==> config.mk <==
export PLATFORM = sky130hd
export DESIGN_NAME = irq_gateway
export DESIGN_NICKNAME = d
export VERILOG_FILES = /design/src/rtl/irq_gw_pkg.sv /design/src/rtl/irq_gw_detect.sv /design/src/rtl/irq_gw_store.sv /design/src/rtl/irq_gw_ctrl.sv /design/src/rtl/irq_gateway.sv
export SDC_FILE = /design/constraint.sdc
export NUM_CORES = 1
export LEC_CHECK = 0
export BUFFER_PORTS_ARGS = -buffer_cell sky130_fd_sc_hd__buf_2
export CAP_MARGIN = 5
export CORE_AREA = 2 2 39 41
export DETAILED_ROUTE_END_ITERATION = 7
export DIE_AREA = 0 0 41 43
export PLACE_DENSITY = 0.52
export SYNTH_ARGS = -nofsm -noshare
export SYNTH_HDL_FRONTEND = slang
export SYNTH_HIERARCHICAL = 1
export SYNTH_SLANG_ARGS = --single-unit
==> constraint.sdc <==
create_clock -name clk -period 1.4 [get_ports clk]
set_input_delay 0.28 -clock clk [delete_from_list [all_inputs] [get_ports clk]]
set_output_delay 0.28 -clock clk [all_outputs]
set_load 0.1 [all_outputs]
==> src/rtl/irq_gw_pkg.sv <==
// Shared types for the interrupt request gateway.
// Assumes: nothing beyond the 1800-2017 language.
package irq_gw_pkg;

    // Gateway life cycle of a single request.
    typedef enum logic [1:0] {
        GW_IDLE = 2'd0,   // nothing outstanding
        GW_REQ  = 2'd1,   // request raised, waiting for core accept
        GW_WAIT = 2'd2    // accepted, waiting for handler completion
    } gw_state_e;

endpackage

==> src/rtl/irq_gw_detect.sv <==
// Source front end: turns the raw line and the message pulse into
// an edge-style event and a level-style request.
// Assumes: irq_line and msg_pulse are already synchronous to clk.
module irq_gw_detect (
    input  logic clk,
    input  logic rst_n,
    input  logic edge_mode,
    input  logic irq_line,
    input  logic msg_pulse,
    output logic edge_ev,
    output logic level_req
);

    logic line_q;

    // Remember the line value of the previous sampling edge.
    always_ff @(posedge clk) begin
        if (!rst_n) line_q <= 1'b0;
        else        line_q <= irq_line;
    end

    // A rising transition or a message pulse is an event in edge mode only.
    always_comb begin
        edge_ev   = edge_mode & ((irq_line & ~line_q) | msg_pulse);
        level_req = ~edge_mode & irq_line;
    end

endmodule

==> src/rtl/irq_gw_store.sv <==
// Event store: holds edge events that have not yet been accepted by the
// core. COUNT_EDGES selects a saturating counter or a single flag that
// only arms while idle (surplus events dropped).
// Assumes: take is only raised while at least one event is stored.
module irq_gw_store #(
    parameter int CNT_W       = 2,
    parameter bit COUNT_EDGES = 1'b1
) (
    input  logic clk,
    input  logic rst_n,
    input  logic edge_ev,
    input  logic in_flight,
    input  logic take,
    output logic avail
);

    logic inc;

    // An event is stored when counting, or when nothing is in flight.
    always_comb inc = edge_ev & (COUNT_EDGES | ~in_flight);

    generate
        if (COUNT_EDGES) begin : g_count
            localparam logic [CNT_W-1:0] CNT_MAX = {CNT_W{1'b1}};
            localparam logic [CNT_W-1:0] CNT_ONE = {{(CNT_W-1){1'b0}}, 1'b1};
            logic [CNT_W-1:0] cnt_q;

            // Saturating up/down count of unaccepted events.
            always_ff @(posedge clk) begin
                if (!rst_n) begin
                    cnt_q <= '0;
                end else if (inc && !take) begin
                    if (cnt_q != CNT_MAX) cnt_q <= cnt_q + CNT_ONE;
                end else if (take && !inc) begin
                    if (cnt_q != '0) cnt_q <= cnt_q - CNT_ONE;
                end
            end

            // Work is available if something is stored or arrives now.
            always_comb avail = (cnt_q != '0) | inc;
        end else begin : g_drop
            logic flag_q;

            // Single stored event; set in idle, cleared on accept.
            always_ff @(posedge clk) begin
                if (!rst_n)    flag_q <= 1'b0;
                else if (inc)  flag_q <= 1'b1;
                else if (take) flag_q <= 1'b0;
            end

            // Work is available if the flag is set or arms now.
            always_comb avail = flag_q | inc;
        end
    endgenerate

endmodule

==> src/rtl/irq_gw_ctrl.sv <==
// Request control: idle -> raised -> accepted -> (completion) -> idle or
// raised again. Exactly one request is outstanding at a time.
// Assumes: edge_mode does not change while a request is in flight.
module irq_gw_ctrl
    import irq_gw_pkg::*;
(
    input  logic      clk,
    input  logic      rst_n,
    input  logic      edge_mode,
    input  logic      level_req,
    input  logic      edge_avail,
    input  logic      done_strobe,
    input  logic      req_accept,
    output gw_state_e state,
    output logic      take,
    output logic      req_out
);

    gw_state_e state_d;
    logic      want;

    // A new request is wanted from a held level or a stored/new event.
    always_comb want = level_req | (edge_mode & edge_avail);

    // Next-state decision.
    always_comb begin
        state_d = state;
        unique case (state)
            GW_IDLE: if (want)        state_d = GW_REQ;
            GW_REQ:  if (req_accept)  state_d = GW_WAIT;
            GW_WAIT: if (done_strobe) state_d = want ? GW_REQ : GW_IDLE;
            default:                  state_d = GW_IDLE;
        endcase
    end

    // State register.
    always_ff @(posedge clk) begin
        if (!rst_n) state <= GW_IDLE;
        else        state <= state_d;
    end

    // Request output and the accept that consumes a stored event.
    always_comb begin
        req_out = (state == GW_REQ);
        take    = req_out & req_accept & edge_mode;
    end

endmodule

==> src/rtl/irq_gateway.sv <==
// Interrupt request gateway top: front end, event store and request
// control for one source.
// Assumes: all inputs synchronous to clk; done_strobe and req_accept are
// single-cycle strobes from the controller side.
module irq_gateway
    import irq_gw_pkg::*;
#(
    parameter int CNT_W       = 2,
    parameter bit COUNT_EDGES = 1'b1
) (
    input  logic clk,
    input  logic rst_n,
    input  logic edge_mode,
    input  logic irq_line,
    input  logic msg_pulse,
    input  logic done_strobe,
    input  logic req_accept,
    output logic req_out
);

    logic      edge_ev;
    logic      level_req;
    logic      edge_avail;
    logic      take;
    logic      in_flight;
    gw_state_e state;

    // Anything other than idle counts as a request in flight.
    always_comb in_flight = (state != GW_IDLE);

    irq_gw_detect u_detect (
        .clk       (clk),
        .rst_n     (rst_n),
        .edge_mode (edge_mode),
        .irq_line  (irq_line),
        .msg_pulse (msg_pulse),
        .edge_ev   (edge_ev),
        .level_req (level_req)
    );

    irq_gw_store #(
        .CNT_W       (CNT_W),
        .COUNT_EDGES (COUNT_EDGES)
    ) u_store (
        .clk       (clk),
        .rst_n     (rst_n),
        .edge_ev   (edge_ev),
        .in_flight (in_flight),
        .take      (take),
        .avail     (edge_avail)
    );

    irq_gw_ctrl u_ctrl (
        .clk         (clk),
        .rst_n       (rst_n),
        .edge_mode   (edge_mode),
        .level_req   (level_req),
        .edge_avail  (edge_avail),
        .done_strobe (done_strobe),
        .req_accept  (req_accept),
        .state       (state),
        .take        (take),
        .req_out     (req_out)
    );

endmodule

# Yosys cells after proc, flatten, opt, wreduce, memory -nomap -nowiden
# Index checks and enable logic that the tools add are counted.
word_totals:
  regBits: 5
op_classes:
  addsub: 2
  n_eq_ne: 7
  mux: 9
  n_bitwise: 11
  n_reduce_logical: 10
op_table:
  columns: ["op", "count"]
  rows:
  - ["2-bit 2-to-1 mux", 7]
  - ["2-bit inequality test, second input constant", 4]
  - ["1-bit AND", 6]
  - ["2-bit one-hot mux with 3 select lines", 1]
  - ["3-bit AND reduction", 2]
  - ["2-bit nonzero test", 3]
  - ["1-bit OR", 3]
  - ["2-bit by 1-bit adder with 2-bit output, second input constant", 1]
  - ["2-bit by 1-bit equality test with 1-bit output, second input constant", 1]
  - ["2-bit equality test, second input constant", 1]
  - ["1-bit logical AND", 2]
  - ["1-bit logical NOT", 2]
  - ["2-bit logical NOT", 1]
  - ["2-bit by 1-bit inequality test with 1-bit output, second input constant", 1]
  - ["1-bit NOT", 2]
  - ["2-bit by 1-bit subtractor with 2-bit output, second input constant", 1]
  - ["1-bit 2-to-1 mux", 1]

# Depth between registers and ports, before layout
depth:
  word_depth: 10
  mapped_depth: 7
  mapped_depth_nobuf: 7

# Hierarchy
# The synthesis kept the hierarchy.
by_module_without_submodules:
  columns: ["module", "n_inst", "cells_each", "area_per_inst_um2"]
  rows:
  - ["irq_gw_store", 1, 13, 120.1]
  - ["irq_gw_ctrl", 1, 12, 115.1]
  - ["irq_gw_detect", 1, 5, 47.5]
  - ["irq_gateway", 1, 1, 6.3]

# Least setup slack after synthesis
# OpenSTA, ideal clock, no wires.
synth_timing:
  path_type: "flip-flop to flip-flop"
  from: "register u_ctrl.state[1]"
  to: "register u_store.g_count.cnt_q[1]"
  setup_ns: 0.070
  arrival_ns: 1.710
  slack_ns: -0.380
  path_stages_with_launch: 8
  n_path_buf: 0
  cell_sequence: "dfxtp_1 -> and2b_2 -> and3_1 -> inv_1 -> ha_1 -> nor2b_2 -> o21ai_0 -> a21boi_1"
synth_between:
  elab_chain_cells: 7
  elab_cells_between_ends: 11
synth_lines:
  columns: ["element", "line", "source"]
  rows:
  - ["from (decl)", "irq_gw_ctrl.sv:14", "output gw_state_e state,"]
  - ["from (signal assigned)", "irq_gw_ctrl.sv:39", "else state <= state_d;"]
  - ["2-bit by 1-bit equality test with 1-bit output (*)", "irq_gw_ctrl.sv:44", "req_out = (state == GW_REQ);"]
  - ["net req_out", "irq_gateway.sv:18", "output logic req_out"]
  - ["1-bit AND (*) (2 in series)", "irq_gw_ctrl.sv:45", "take = req_out & req_accept & edge_mode;"]
  - ["net take", "irq_gateway.sv:24", "logic take;"]
  - ["1-bit logical NOT", "irq_gw_store.sv:32", "end else if (inc && !take) begin"]
  - ["1-bit logical AND", "irq_gw_store.sv:32", null]
  - ["2-bit inequality test (no source line) / 2-bit nonzero test (equally long branches)", null, null]
  - ["3-bit AND reduction (no source line)", null, null]
  - ["to (signal assigned)", "irq_gw_store.sv:33", "if (cnt_q != CNT_MAX) cnt_q <= cnt_q + CNT_ONE;"]
  - ["to (signal assigned)", "irq_gw_store.sv:35", "if (cnt_q != '0) cnt_q <= cnt_q - CNT_ONE;"]
  - ["to (decl)", "irq_gw_store.sv:26", "logic [CNT_W-1:0] cnt_q;"]
# The timed path passes the listed nets; every way through them passes the cells marked *.
# A chain may end at the register's enable or synchronous reset.

# Final worst setup path
layout_timing:
  from: "register u_ctrl.state[1]"
  to: "register u_store.g_count.cnt_q[1]"
layout_between:
  elab_chain_cells: 7
  elab_cells_between_ends: 11
layout_lines:
  columns: ["element", "line"]
  rows:
  - ["2-bit by 1-bit equality test with 1-bit output (*)", "irq_gw_ctrl.sv:44"]
  - ["1-bit AND (*) (2 in series)", "irq_gw_ctrl.sv:45"]
  - ["net take", "irq_gateway.sv:24"]
  - ["1-bit logical NOT", "irq_gw_store.sv:32"]
  - ["1-bit logical AND", "irq_gw_store.sv:32"]
  - ["2-bit inequality test (no source line) / 2-bit nonzero test (equally long branches)", null]
  - ["3-bit AND reduction (no source line)", null]
# Marked as above.

==> impl_metrics.yaml <==
global_route:
  busiest_layer: "met2"
  grt_max_degree: 6
  first_global_vias: 251
  grt_overflow: 0
  grt_antenna_before_repair: 0
  grt_use_met2_pct: 12.5
  grt_use_met3_pct: 3.14
  grt_pass1_wl_um: 972
  grt.total_usage_pct: 8.84
  grt_util_met1_pct: 8.68
hold_path:
  hold_path_depth: 2
  hp-class: "input pin to flop"
power:
  p_total_uw: 442
  peakVddDrop_mv: 0.424
  powerDensity_nw_per_um2: 1040
  leakage_nw: 0.167
clocking:
  postCtsHoldBufs: 0
  worstSkewPairLatency_ns: 0.24
  cts_root_buffer: "clkbuf_4"
  htree_levels: 1
  tritoncts: "done"
  clk_pin_slew_ns: 0.04
  cts_sinks: 5
  cts_buffers: 3
  cts_max_path_buffers: 2
cells_and_area:
  final_cell_area_sq_um: 427
  fill_cells: 150
  final_common_cell: "buf_2"
  drive_above_1_share_pct: 47.7
  area.sequential_sq_um: 101
  nets: 53
  layout_common_cells: "6 x buf_2, 4 x dfxtp_1, 3 x clkbuf_4, 3 x buf_4, 3 x nor2b_1"
  area_growth_pct: 50.9
  antenna_cells: 0
  multi_input_comb_area_sq_um: 199
sta:
  final_max_slew_viol_count: 0
  worst_pin_slew_ns: 0.251
  max_freq_ghz: 0.728
  min_period_ns: 1.37
  fin_ws_ns: 0.0257
  maxSlewHeadroom_pct: 83.0
  worst_hold_slack_ns: 0.271
  layout_worst_path_cycle_share_pct: 98.2
  setup_viol: 0
  rsz0062_at_grt: "yes"
  finalHoldViolCount: 0
  clock_skew_ns: 0.000551
die:
  die_w_um: 41
  initial_utilization_pct: 20.4
  die_h_um: 43
  rows: 14
  io_pins: 8
  core-area_sq_um: 1380
  die-area_sq_um: 1760
place:
  place_area_sq_um: 389
  port_buffers: 7
  preCtsSetupSlack_ns: -0.00683
  globalplace.congestion: 0.679
run_status:
  outcome: "finished, final reports clean"
route:
  drcViolationCount: 0
  drt_iter0_markers: 1
  vias_per_cell: 4.37
  ant_nets: 0
  wl_per_cell_um: 9.82
  drtPass1Iterations: 2
  wl_um: 589
  num_vias: 262
synth:
  synth_area_sq_um: 283
  yosysWarningCount: 6
  avgSynthCellArea_sq_um: 9.43
  synthCells: 30
  syn_nets: 38
critical_path:
  reg2reg_depth: 7
  crit_fanout: 4
  worstPathRequired_ns: 1.53
  crit_chain: "and2b_4 > and3_4 > inv_2 > ha_4 > nor2b_4 > o21ai_1 > a21boi_1"
  cpMaxStageDelayCell: "dfxtp_2"
  crit_path_end_kind: "flop"
  arrival_ns: 1.50
  cpPeakStageDelay_ns: 0.31
  critical_path_class: "flop to flop"
  cp-start-kind: "flop"
run:
  timing.max_cap.violations: 0
[area by class of cell]
class / instances / share of cell area (%)
Tap cell: 16 / 4.69
Clock buffer: 4 / 6.16
Timing Repair Buffer: 10 / 17.0
Sequential cell: 5 / 23.8
Multi-Input combinational cell: 23 / 46.6
Inverter: 2 / 1.76
[routing by layer]
layer / share of wire (%) / up-vias / wire, um
li1: - / 135 / -
met2: 47 / 8 / 276
met5: 0 / - / 0
met3: 3.4 / 2 / 20
met4: 2.7 / 0 / 16
met1: 47 / 117 / 275
[state kept, by name, summed over array words and instances (netlist names)]
register,cells
u_store/g_count.cnt_q,2
u_detect/line_q,1
u_ctrl/state,2
[where the power goes]
part / internal (mW) / switching [mW] / leakage (nW)
registers: 0.152 / 0.00467 / 0.0414
logic: 0.0599 / 0.0566 / 0.111
clock network: 0.108 / 0.0611 / 0.0150
total: 0.319 / 0.122 / 0.167
[through the flow]
step / instances / setup TNS (ns) / utilization, %
2_1_floorplan: 30 / -0.422 / -
3_3_place_gp: 56 / 0 / 28.1
3_5_place_dp: 56 / -0.00683 / 28.1
4_1_cts: 60 / 0 / 30.0
5_1_grt: 60 / -0.0586 / 30.8
6_report: 60 / 0 / 30.8
[critical path: cells and delay by family, from the launching register on]
kind / cells / cell delay, ns
AOI/OAI and AO/OA: 2 / 0.19
adders and majority gates: 1 / 0.28
buffers and inverters: 1 / 0.04
DFF: 1 / 0.31
and+or+nand+nor: 3 / 0.44
[final timing paths]
path              slack (ns)                     start                       end
hold reg to reg         0.51  u_store/g_count.cnt_q[1]  u_store/g_count.cnt_q[1]
setup reg to reg        0.03           u_ctrl/state[1]  u_store/g_count.cnt_q[1]
hold / removal          0.27                  irq_line           u_detect/line_q
setup / recovery        0.03           u_ctrl/state[1]  u_store/g_count.cnt_q[1]
[repair_timing]
action | 4_1_cts | 5_1_grt
gates resized for setup | 0 | 4
buffers inserted | 0 | 0
endpoints found under the setup margin | 0 | 2
Note: power is estimated with default switching activity, not from simulation.
